<file path="src/rtl/boot_uart_ctl.sv">
module boot_uart_ctl #(
  parameter int AW = 32,
  parameter int DW = 32,
  parameter int TIMEOUT = 65535,
  parameter logic [7:0] SYNC = 8'hA5,
  parameter logic [7:0] ACK = 8'h06,
  parameter logic [7:0] NAK = 8'h15
) (
  input  logic          clk,
  input  logic          rst_n,
  input  logic          rx_valid,
  input  logic [7:0]    rx_data,
  output logic          cpu_rx_valid,
  output logic [7:0]    cpu_rx_data,
  input  logic          cpu_tx_valid,
  input  logic [7:0]    cpu_tx_data,
  output logic          tx_valid,
  output logic [7:0]    tx_data,
  output logic          tx_owner,
  output logic          cpu_hold,
  output logic [AW-1:0] start_addr,
  output logic          start_pulse,
  output logic          mem_we,
  output logic [AW-1:0] mem_addr,
  output logic [DW-1:0] mem_wdata
);
  localparam int SW  = AW + DW;
  localparam int NWR = SW / 8;
  localparam int NSA = AW / 8;
  localparam int CW  = $clog2(NWR + 1);
  localparam int GW  = $clog2(TIMEOUT + 1);

  typedef enum logic [1:0] {S_HUNT, S_OPC, S_PAY} st_t;

  st_t           st;
  logic          is_wr;
  logic [CW-1:0] cnt;
  logic [GW-1:0] gap;
  logic [SW-1:0] sh;
  logic [SW-1:0] sh_nxt;
  logic          rep_v;
  logic [7:0]    rep_b;
  logic          last;

  assign cpu_rx_valid = rx_valid;
  assign cpu_rx_data  = rx_data;
  assign tx_valid     = tx_owner ? rep_v : cpu_tx_valid;
  assign tx_data      = tx_owner ? rep_b : cpu_tx_data;
  assign sh_nxt       = {rx_data, sh[SW-1:8]};
  assign last         = (cnt == CW'(is_wr ? NWR - 1 : NSA - 1));

  always_ff @(posedge clk) begin
    if (!rst_n) begin
      st          <= S_HUNT;
      is_wr       <= 1'b0;
      cnt         <= '0;
      gap         <= '0;
      sh          <= '0;
      rep_v       <= 1'b0;
      rep_b       <= '0;
      tx_owner    <= 1'b0;
      cpu_hold    <= 1'b1;
      start_addr  <= '0;
      start_pulse <= 1'b0;
      mem_we      <= 1'b0;
      mem_addr    <= '0;
      mem_wdata   <= '0;
    end else begin
      mem_we      <= 1'b0;
      start_pulse <= 1'b0;
      rep_v       <= 1'b0;
      if (rep_v && !cpu_hold) tx_owner <= 1'b0;
      if (rx_valid) gap <= '0;

      case (st)
        S_HUNT: if (rx_valid && rx_data == SYNC) begin
          st       <= S_OPC;
          tx_owner <= 1'b1;
        end
        S_OPC: if (rx_valid) begin
          rep_v <= 1'b1;
          cnt   <= '0;
          unique case (rx_data)
            8'h01: begin st <= S_PAY; is_wr <= 1'b1; rep_v <= 1'b0; end
            8'h02: begin st <= S_PAY; is_wr <= 1'b0; rep_v <= 1'b0; end
            8'h03: begin
              st          <= S_HUNT;
              start_pulse <= 1'b1;
              cpu_hold    <= 1'b0;
              rep_b       <= ACK;
            end
            default: begin st <= S_HUNT; rep_b <= NAK; end
          endcase
        end
        S_PAY: if (rx_valid) begin
          sh  <= sh_nxt;
          cnt <= cnt + 1'b1;
          if (last) begin
            st    <= S_HUNT;
            rep_v <= 1'b1;
            rep_b <= ACK;
            if (is_wr) begin
              if (cpu_hold) begin
                mem_we    <= 1'b1;
                mem_addr  <= sh_nxt[AW-1:0];
                mem_wdata <= sh_nxt[SW-1:AW];
              end else begin
                rep_b <= NAK;
              end
            end else begin
              start_addr <= sh_nxt[SW-1 -: AW];
            end
          end
        end
        default: st <= S_HUNT;
      endcase

      if (st != S_HUNT && !rx_valid) begin
        if (gap == GW'(TIMEOUT - 1)) begin
          st  <= S_HUNT;
          gap <= '0;
          if (!cpu_hold) tx_owner <= 1'b0;
        end else begin
          gap <= gap + 1'b1;
        end
      end
    end
  end
endmodule

</file>
<file path="config.mk">
export PLATFORM = sky130hd
export DESIGN_NAME = boot_uart_ctl
export DESIGN_NICKNAME = d
export VERILOG_FILES = /design/src/rtl/boot_uart_ctl.sv
export SDC_FILE = /design/constraint.sdc
export NUM_CORES = 1
export LEC_CHECK = 0
export BUFFER_PORTS_ARGS = -buffer_cell sky130_fd_sc_hd__buf_4
export CORE_MARGIN = 1.5
export CORE_UTILIZATION = 45
export CTS_BUF_LIST = sky130_fd_sc_hd__clkbuf_16
export CTS_CLUSTER_SIZE = 10
export DETAILED_ROUTE_END_ITERATION = 10
export GPL_ROUTABILITY_DRIVEN = 0
export PLACE_DENSITY = 0.67
export SLEW_MARGIN = 5
export SYNTH_ARGS = -nofsm -noshare
export SYNTH_HDL_FRONTEND = slang
export SYNTH_SLANG_ARGS = --single-unit
</file>
<file path="constraint.sdc">
create_clock -name clk -period 2.1 [get_ports clk]
set_input_delay 0.21 -clock clk [delete_from_list [all_inputs] [get_ports clk]]
set_output_delay 0.21 -clock clk [all_outputs]
set_load 0.01 [all_outputs]
</file>
==> run_results.csv, run 1 <==
group,metric,value,unit
worst_setup_path,worst_ep_arrival_time,2.28,ns
die,die_h,128,um
worst_setup_path,critPathMaxFanout,8,
final_layout,drive_above_1_share,0.192,
worst_setup_path,cp.buffers_inverters,1,
pwr,p_per_area,755,nW/um2
sta,setup_viol,0,
synthesis,synth_edf_count,0,
final_layout,fillers,1483,
worst_setup_path,cp-start-kind,"flip-flop",
place,dpl.cell_count,1167,
pwr,vdd_drop_max,557,uV
clock_tree,cts.clk_slew.worst_paths,0.07,ns
place,port_buffers,137,
sta,drv_slew,0,
clock_tree,worstSkewPairLatency,0.43,ns
final_layout,fin_area,8670,um2
global_routing,gr-total-overflow,0,
synthesis,ys_types,45,
die,ios,138,
die,die_x,128,um
route,wl_per_cell,14.8,um
sta,finalCritPeriodShare,0.922,
pwr,power.leakage,3.23,nW
global_routing,antenna_found_initial,0,
synthesis,synthFlopType,"dfxtp_1",
place,dpl_worst_slack,0.0712,ns
final_layout,final_common_cell,"nand2_1",
final_layout,area_growth,24.1,%
synthesis,synth.yosys.seq_area_share,0.524,
die,dieArea,16300,um2
place,place_area,8150,um2
clock_tree,htreeDepth,4,
worst_setup_path,cp_slowest_cell,"dfxtp_1",
sta,max_freq,517,MHz
route,drc,0,
job,maxCapViolations,0,
synthesis,syn_nets,921,
synthesis,synth.avg_cell_area,7.82,um2
final_layout,mostFrequentLayoutCells,"327 x nand2_1, 183 x dfxtp_1, 163 x a21oi_1",
worst_setup_path,critical_path_class,"flip-flop to flip-flop",
synthesis,async_flop_share,0,
clock_tree,root_buffer,"clkbuf_16",
clock_tree,cts_setup_buffers,0,
worst_setup_path,critical_path.top_delay_family,"simple AND/OR/NAND/NOR gates",
final_layout,diodes,0,
final_layout,nets,1025,
synthesis,syn_area,6990,um2
die,rows,45,
global_routing,grt_pass1_vias,5453,
die,initial_core_util,0.460,
hold_path,min_path_type,"input port to flip-flop",
sta,period_minus_slack,1.94,ns
sta,rsz0062_at_grt,"false",
clock_tree,cts_buffers,17,
worst_setup_path,path_cells,"inv_1 -> ha_1 -> nor2_2 -> nand2_1 -> or2_4 -> or2_2 -> o31ai_1",
place,place.detailed.hpwl,11600,um
route,viasPerCell,5.12,
outcome,status,"completed",
route,wl,17700,um
route,drt_first_pass_iters,5,
die,core,15200,um2
route,antenna_left,0,
sta,clock_skew,0.00722,ns
clock_tree,cts.path.max_buffers,2,
global_routing,grt_max_degree,81,
synthesis,syn_inst,894,
sta,slew-limit-headroom,0.700,
sta,tns,0,ns
sta,hold_viol_final,0,
route,vias,6128,
worst_setup_path,critical_path_required,2.44,ns
worst_setup_path,cp_slowest_stage_delay,0.39,ns
sta,worstMarginPinSlew,0.446,ns
worst_setup_path,cp-end-kind,"flip-flop",
clock_tree,cts_tree,"built",
route,initialDrtViolationCount,477,
final_layout,final_cells,1197,
sta,fin_ws,0.164,ns
synthesis,yosys_warnings,0,
global_routing,track_usage,0.222,
synthesis,ys_ff_latch,183,
clock_tree,cts_sinks,183,
global_routing,grt_pass1_wl,28500,um
[cell families (layout without fill, tap and decap cells)]
group / Yosys count / in the layout / synth area share
buf+inv: 84 / 199 / 0.0523
xor+xnor: 3 / 3 / 0.00376
compound gates: 199 / 199 / 0.151
simple gates: 411 / 411 / 0.245
flops: 183 / 183 / 0.524
mux: 7 / 7 / 0.0106
fa+ha+maj: 7 / 7 / 0.0125
[through the flow]
| stage | power, W | util | hold slack (ns) |
|---|---|---|---|
| 6_report | 0.00655 | 0.571 | 0.0593 |
| 5_1_grt | 0.00677 | 0.571 | 0.0606 |
| 4_1_cts | 0.00660 | 0.570 | 0.0403 |
| 3_5_place_dp | 0.00374 | 0.536 | 0.443 |
| 3_3_place_gp | 0.00374 | 0.536 | 0.441 |
| 2_1_floorplan | 0.00365 | - | 0.346 |
[timing repair]
item,CTS,global route
hold buffers,0,0
endpoints found under the setup margin,0,2
resized for setup,0,2
[worst paths after layout]
| path | startpoint | to | slack (ns) | cells after the start |
|---|---|---|---|---|
| hold / removal | rst_n | cpu_hold | 0.06 | 2 |
| setup / recovery | st[0] | gap[12] | 0.16 | 7 |
| setup reg to reg | st[0] | gap[12] | 0.16 | 7 |
| hold reg to reg | sh[13] | mem_addr[5] | 0.45 | 2 |
[metal layers]
metal | track usage | up-vias | wire [um]
li1 | - | 3137 | -
met1 | 0.299 | 2829 | 8320
met2 | 0.351 | 145 | 8260
met3 | 0.0557 | 17 | 903
met4 | 0.0694 | 0 | 218
met5 | 0 | - | 0
[synthesized netlist by cell type (2+ instances only)]
master,instances,share of area
xor2_1,2,0.0025
nand4_1,6,0.0054
nor2b_1,7,0.0063
nor3_1,7,0.0050
o21ai_0,14,0.010
mux2_2,3,0.0048
nor2_1,22,0.012
a22o_1,3,0.0038
buf_2,7,0.0050
mux2i_1,4,0.0057
a22oi_1,3,0.0032
inv_1,14,0.0075
and4_1,4,0.0050
nand2b_1,3,0.0027
and2_1,2,0.0018
clkbuf_1,44,0.024
dfxtp_1,183,0.52
nor4_1,5,0.0045
a211o_1,2,0.0025
a21oi_1,163,0.12
nand3_1,14,0.010
nor3b_1,2,0.0021
buf_1,9,0.0048
or2_2,2,0.0018
o31ai_1,3,0.0032
ha_1,7,0.013
o21ai_1,2,0.0014
or3_1,4,0.0036
nand2_1,328,0.18
o211ai_1,2,0.0021
buf_4,9,0.0097
[worst reg2reg max path, stage by stage, from the launching register on]
cell and delay [ns]:
dfxtp_1 0.39, inv_1 0.08, ha_1 0.28, nor2_2 0.15
nand2_1 0.13, or2_4 0.31, or2_2 0.32, o31ai_1 0.20
[cell type report]
type	instances	area [um2]	area share
Clock inverter	13	92.6	0.0107
Sequential cell	183	3660	0.422
Clock buffer	17	425	0.0490
Multi-Input combinational cell	627	2980	0.343
Timing Repair Buffer	155	1230	0.141
Tap cell	188	235	0.0271
Inverter	14	55.1	0.00635
[report_power, final]
group | switching [W] | internal (W)
clock network | 0.00130 | 0.00159
registers | 0.00000170 | 0.00347
logic | 0.000115 | 0.0000682
total | 0.00142 | 0.00513
[registers in the layout (all words and copies together) (netlist names)]
register and count:
cnt 4, cpu_hold 1, gap 16, is_wr 1, mem_addr 32, mem_wdata 32
mem_we 1, rep_b 3, rep_v 1, sh 56, st 2, start_addr 32
start_pulse 1, tx_owner 1
Note: power is estimated with default switching activity, not from simulation.
==> inputs of run 2 (changes only) <==
clock period = 1.85 ns   (was 2.1 ns; I/O delays follow)
==> run_results.csv, run 2 (same netlist as run 1, synthesis figures left out) <==
group,metric,value,unit
clock_tree,cts.clk_slew.worst_paths,0.06,ns
global_routing,grt_max_degree,41,
place,port_buffers,137,
die,die_x,128,um
sta,fin_ws,0.105,ns
sta,worstMarginPinSlew,0.538,ns
pwr,pwr-share-clk,0.445,
worst_setup_path,critical_path_class,"flip-flop to flip-flop",
final_layout,top_register,"sh",
clock_tree,worstSkewPairLatency,0.43,ns
pwr,power.leakage,3.32,nW
worst_setup_path,path_depth,6,
clock_tree,cts_tree,"built",
die,die_h,128,um
final_layout,final_cells,1213,
sta,hold_viol_final,0,
sta,drv_slew,0,
die,rows,45,
worst_setup_path,worst_r2r_endpoint,"gap[14]",
route,wl_per_cell,14.8,um
hold_path,min_path_type,"input port to flip-flop",
final_layout,largest_register_ffs,56,
final_layout,mostFrequentLayoutCells,"327 x nand2_1, 181 x dfxtp_1, 163 x a21oi_1",
worst_setup_path,path_cells,"nand4_4 -> nor4_4 -> nor2_1 -> buf_4 -> and3_1 -> a211o_1",
route,vias,6210,
worst_setup_path,critical_path_required,2.17,ns
outcome,status,"completed",
sta,slew-limit-headroom,0.641,
route,antenna_left,0,
pwr,p_int,0.00586,W
worst_setup_path,cp-end-kind,"flip-flop",
worst_setup_path,cp_slowest_stage_delay,0.42,ns
die,core,15200,um2
pwr,swShare,0.221,
worst_setup_path,critical_path.top_delay_family,"simple AND/OR/NAND/NOR gates",
worst_setup_path,cp.buffers_inverters,1,
sta,finalCritPeriodShare,0.943,
pwr,pwr-share-comb,0.030,
worst_setup_path,worst_ep_arrival_time,2.07,ns
clock_tree,cts_setup_buffers,0,
pwr,seq_power_share,0.524,
worst_setup_path,r2r_slack,0.10,ns
worst_setup_path,cp_slowest_cell,"dfxtp_1",
sta,rsz0062_at_grt,"false",
clock_tree,root_buffer,"clkbuf_16",
route,drc,0,
job,maxCapViolations,0,
die,dieArea,16300,um2
final_layout,area_growth,26.6,%
route,wl,18000,um
die,initial_core_util,0.460,
clock_tree,cts.path.max_buffers,2,
sta,setup_viol,0,
global_routing,grt_pass1_wl,28800,um
die,ios,138,
worst_setup_path,r2r_cells,6,
sta,whs,0.0340,ns
place,dpl.cell_count,1181,
global_routing,grt_pass1_vias,5569,
global_routing,gr-total-overflow,0,
worst_setup_path,cp-start-kind,"flip-flop",
final_layout,diodes,0,
worst_setup_path,crit_path_start,"gap[6]",
worst_setup_path,critPathCapture,"gap[14]",
route,drt_first_pass_iters,4,
place,dpl_worst_slack,-0.0155,ns
sta,tns,0,ns
final_layout,drive_above_1_share,0.209,
worst_setup_path,critPathMaxFanout,13,
global_routing,track_usage,0.224,
pwr,vdd_drop_max,630,uV
clock_tree,cts_buffers,17,
worst_setup_path,r2r_start,"gap[6]",
final_layout,final_common_cell,"nand2_1",
final_layout,nets,1039,
sta,clock_skew,0.00963,ns
clock_tree,cts_sinks,183,
pwr,p_sw,0.00166,W
sta,period_minus_slack,1.75,ns
place,place.detailed.hpwl,11900,um
pwr,p_per_area,850,nW/um2
sta,max_freq,573,MHz
route,viasPerCell,5.12,
clock_tree,htreeDepth,4,
global_routing,antenna_found_initial,0,
route,initialDrtViolationCount,496,
-- run 2: power groups by stage --
stage	combinational [W]	clock, W	sequential (W)
after floorplan	0.000115	0	0.00403
after global placement	0.000229	0	0.00403
after detailed placement	0.000229	0	0.00403
after CTS	0.000228	0.00341	0.00394
after global routing	0.000246	0.00359	0.00394
final	0.000229	0.00335	0.00394
-- run 2: final cells by class --
type | instances | area [um2]
fill | 1448 | 6350
sequential | 183 | 3670
multi-input combinational | 627 | 2990
timing repair buffer | 169 | 1370
clock buffer | 17 | 425
tap | 188 | 235
clock inverter | 15 | 111
inverter | 14 | 55.1
-- run 2: worst min path at each step --
stage / endpoint / start / depth (start not counted) / slack, ns
2_1_floorplan: sh[58] / rx_data[2] / 2 / 0.32
4_1_cts: cpu_hold / rst_n / 2 / 0.02
3_5_place_dp: mem_addr[2] / sh[10] / 2 / 0.44
5_1_grt: cpu_hold / rst_n / 2 / 0.05
3_3_place_gp: mem_addr[2] / sh[10] / 2 / 0.44
6_report: cpu_hold / rst_n / 2 / 0.03
-- run 2: metrics by stage --
step	area, um2	total power (W)	utilization
6_report	8850	0.00752	0.582
5_1_grt	8850	0.00777	0.582
4_1_cts	8820	0.00758	0.580
3_5_place_dp	8280	0.00426	0.545
3_3_place_gp	8280	0.00426	0.545
2_1_floorplan	6990	0.00415	-
-- run 2: worst register-to-register path, stage by stage (launching register included) --
cell and delay [ns]:
dfxtp_1 0.42, nand4_4 0.19, nor4_4 0.38, nor2_1 0.07, buf_4 0.18, and3_1 0.18
a211o_1 0.22
-- run 2: metal layers --
metal  vias up  wire, um  track usage  share of wire
met3        14       985       0.0473          0.055
met4         0       232       0.0740          0.013
met5         -         0            0              0
li1       3176         -            -              -
met1      2851      8480        0.303           0.47
met2       169      8300        0.357           0.46
-- run 2: repair_timing --
action / CTS / global route
pin swaps: 0 / 1
setup endpoints to repair: 1 / 66
hold buffers: 0 / 0
resized for setup: 1 / 11
==> inputs of run 3 (changes only) <==
==> constraint.sdc (replaced) <==
create_clock -name clk -period 1.85 [get_ports clk]
set_input_delay 0.555 -clock clk [delete_from_list [all_inputs] [get_ports clk]]
set_output_delay 0.555 -clock clk [all_outputs]
set_load 0.01 [all_outputs]
==> run_results.csv, run 3 (same netlist as run 1, synthesis figures left out) <==
group,metric,value,unit
final_layout,final_cells,1235,
worst_setup_path,worst_r2r_endpoint,"mem_addr[25]",
die,core,15200,um2
sta,rsz0062_at_grt,"true",
clock_tree,htreeDepth,4,
sta,slew-limit-headroom,0.684,
route,drt_first_pass_iters,7,
final_layout,mostFrequentLayoutCells,"327 x nand2_1, 182 x dfxtp_1, 181 x buf_4",
clock_tree,cts.clk_slew.worst_paths,0.06,ns
die,initial_core_util,0.460,
worst_setup_path,cp-start-kind,"flip-flop",
die,dieArea,16300,um2
final_layout,diodes,0,
global_routing,grt_pass1_vias,5587,
global_routing,gr-total-overflow,0,
pwr,p_per_area,880,nW/um2
die,ios,138,
final_layout,nets,1061,
final_layout,drive_above_1_share,0.228,
die,die_x,128,um
job,maxCapViolations,0,
sta,drv_slew,0,
worst_setup_path,r2r_slack,0.08,ns
worst_setup_path,critical_path_class,"flip-flop to primary output",
worst_setup_path,worst_ep_arrival_time,1.26,ns
final_layout,largest_register_ffs,56,
sta,finalCritPeriodShare,0.980,
pwr,total_power,0.00802,W
route,antenna_left,0,
worst_setup_path,r2r_start,"cnt[0]",
worst_setup_path,critPathMaxFanout,5,
final_layout,area_growth,30.4,%
worst_setup_path,r2r_cells,7,
sta,max_freq,551,MHz
worst_setup_path,critical_path_required,1.29,ns
route,initialDrtViolationCount,408,
place,port_buffers,137,
worst_setup_path,critPathCapture,"tx_data[2]",
hold_path,min_path_type,"flip-flop to flip-flop",
worst_setup_path,crit_path_start,"tx_owner",
final_layout,final_common_cell,"nand2_1",
sta,clock_skew,0.0142,ns
sta,worstMarginPinSlew,0.469,ns
final_layout,top_register,"sh",
clock_tree,cts_tree,"built",
clock_tree,root_buffer,"clkbuf_16",
pwr,power.leakage,3.49,nW
clock_tree,cts_sinks,183,
clock_tree,worstSkewPairLatency,0.43,ns
pwr,vdd_drop_max,648,uV
route,wl,18400,um
route,wl_per_cell,14.9,um
route,drc,0,
clock_tree,cts_buffers,17,
sta,setup_viol,0,
global_routing,track_usage,0.224,
global_routing,grt_max_degree,58,
clock_tree,cts.path.max_buffers,2,
place,dpl.cell_count,1203,
route,vias,6348,
die,die_h,128,um
sta,period_minus_slack,1.81,ns
global_routing,antenna_found_initial,0,
worst_setup_path,cp-end-kind,"primary output",
global_routing,grt_pass1_wl,28700,um
place,place.detailed.hpwl,12400,um
outcome,status,"completed",
route,viasPerCell,5.14,
sta,hold_viol_final,0,
die,rows,45,
run 3: changes by cell type in the layout (fill, tap and decap cells not counted), moves of 3 or more:
cell       previous run  this run
mux2_2                3         0
bufinv_16             1         4
mux2_4                0         3
buf_4               160       181
clkinv_1              7         1
run 3: worst min-delay path by stage:
stage	start	end	cells past startpoint
after global routing	mem_addr[13]	mem_addr[13]	2
final	mem_addr[11]	mem_addr[11]	2
after global placement	start_addr[3]	start_addr[3]	2
after detailed placement	mem_wdata[31]	mem_wdata[31]	2
after floorplan	sh[8]	mem_addr[0]	2
after CTS	mem_wdata[31]	mem_wdata[31]	2
run 3: cell type report:
| type | count | area (um2) |
|---|---|---|
| fill | 1435 | 6090 |
| inverter | 14 | 55.1 |
| sequential | 183 | 3670 |
| timing repair buffer | 191 | 1530 |
| clock buffer | 17 | 425 |
| tap | 188 | 235 |
| multi-input combinational | 627 | 3000 |
| clock inverter | 15 | 198 |
run 3: layer usage:
| metal | wire length, um | global-route usage |
|---|---|---|
| met1 | 8420 | 0.295 |
| met4 | 262 | 0.0687 |
| met3 | 998 | 0.0477 |
| met2 | 8740 | 0.368 |
| met5 | 0 | 0 |
run 3: worst max-delay path: stages, from the launching register on:
cell	delay, ns
dfxtp_4	0.39
mux2_4	0.30
buf_4	0.14
run 3: power breakdown:
part / internal, W / switching (W)
Sequential: 0.00394 / 0.00000186
Clock: 0.00227 / 0.00156
Combinational: 0.000106 / 0.000143
run 3: repair_timing:
| action | in CTS | in global routing |
|---|---|---|
| buffers inserted | 0 | 0 |
| gates cloned | 0 | 0 |
| hold buffers | 0 | 0 |
| resized for setup | 3 | 12 |
| setup endpoints to repair | 6 | 87 |
run 3: per-stage QoR:
stage / instance area, um2 / utilization / setup TNS [ns] / worst slack, ns / hold slack, ns
after floorplan: 6990 / - / 0 / 0.00495 / 0.432
after global placement: 8450 / 0.556 / -0.461 / -0.137 / 0.442
after detailed placement: 8450 / 0.556 / -0.533 / -0.141 / 0.448
after CTS: 9080 / 0.597 / 0 / 0.00860 / 0.457
after global routing: 9110 / 0.599 / -2.27 / -0.0676 / 0.472
final: 9110 / 0.599 / 0 / 0.0364 / 0.456
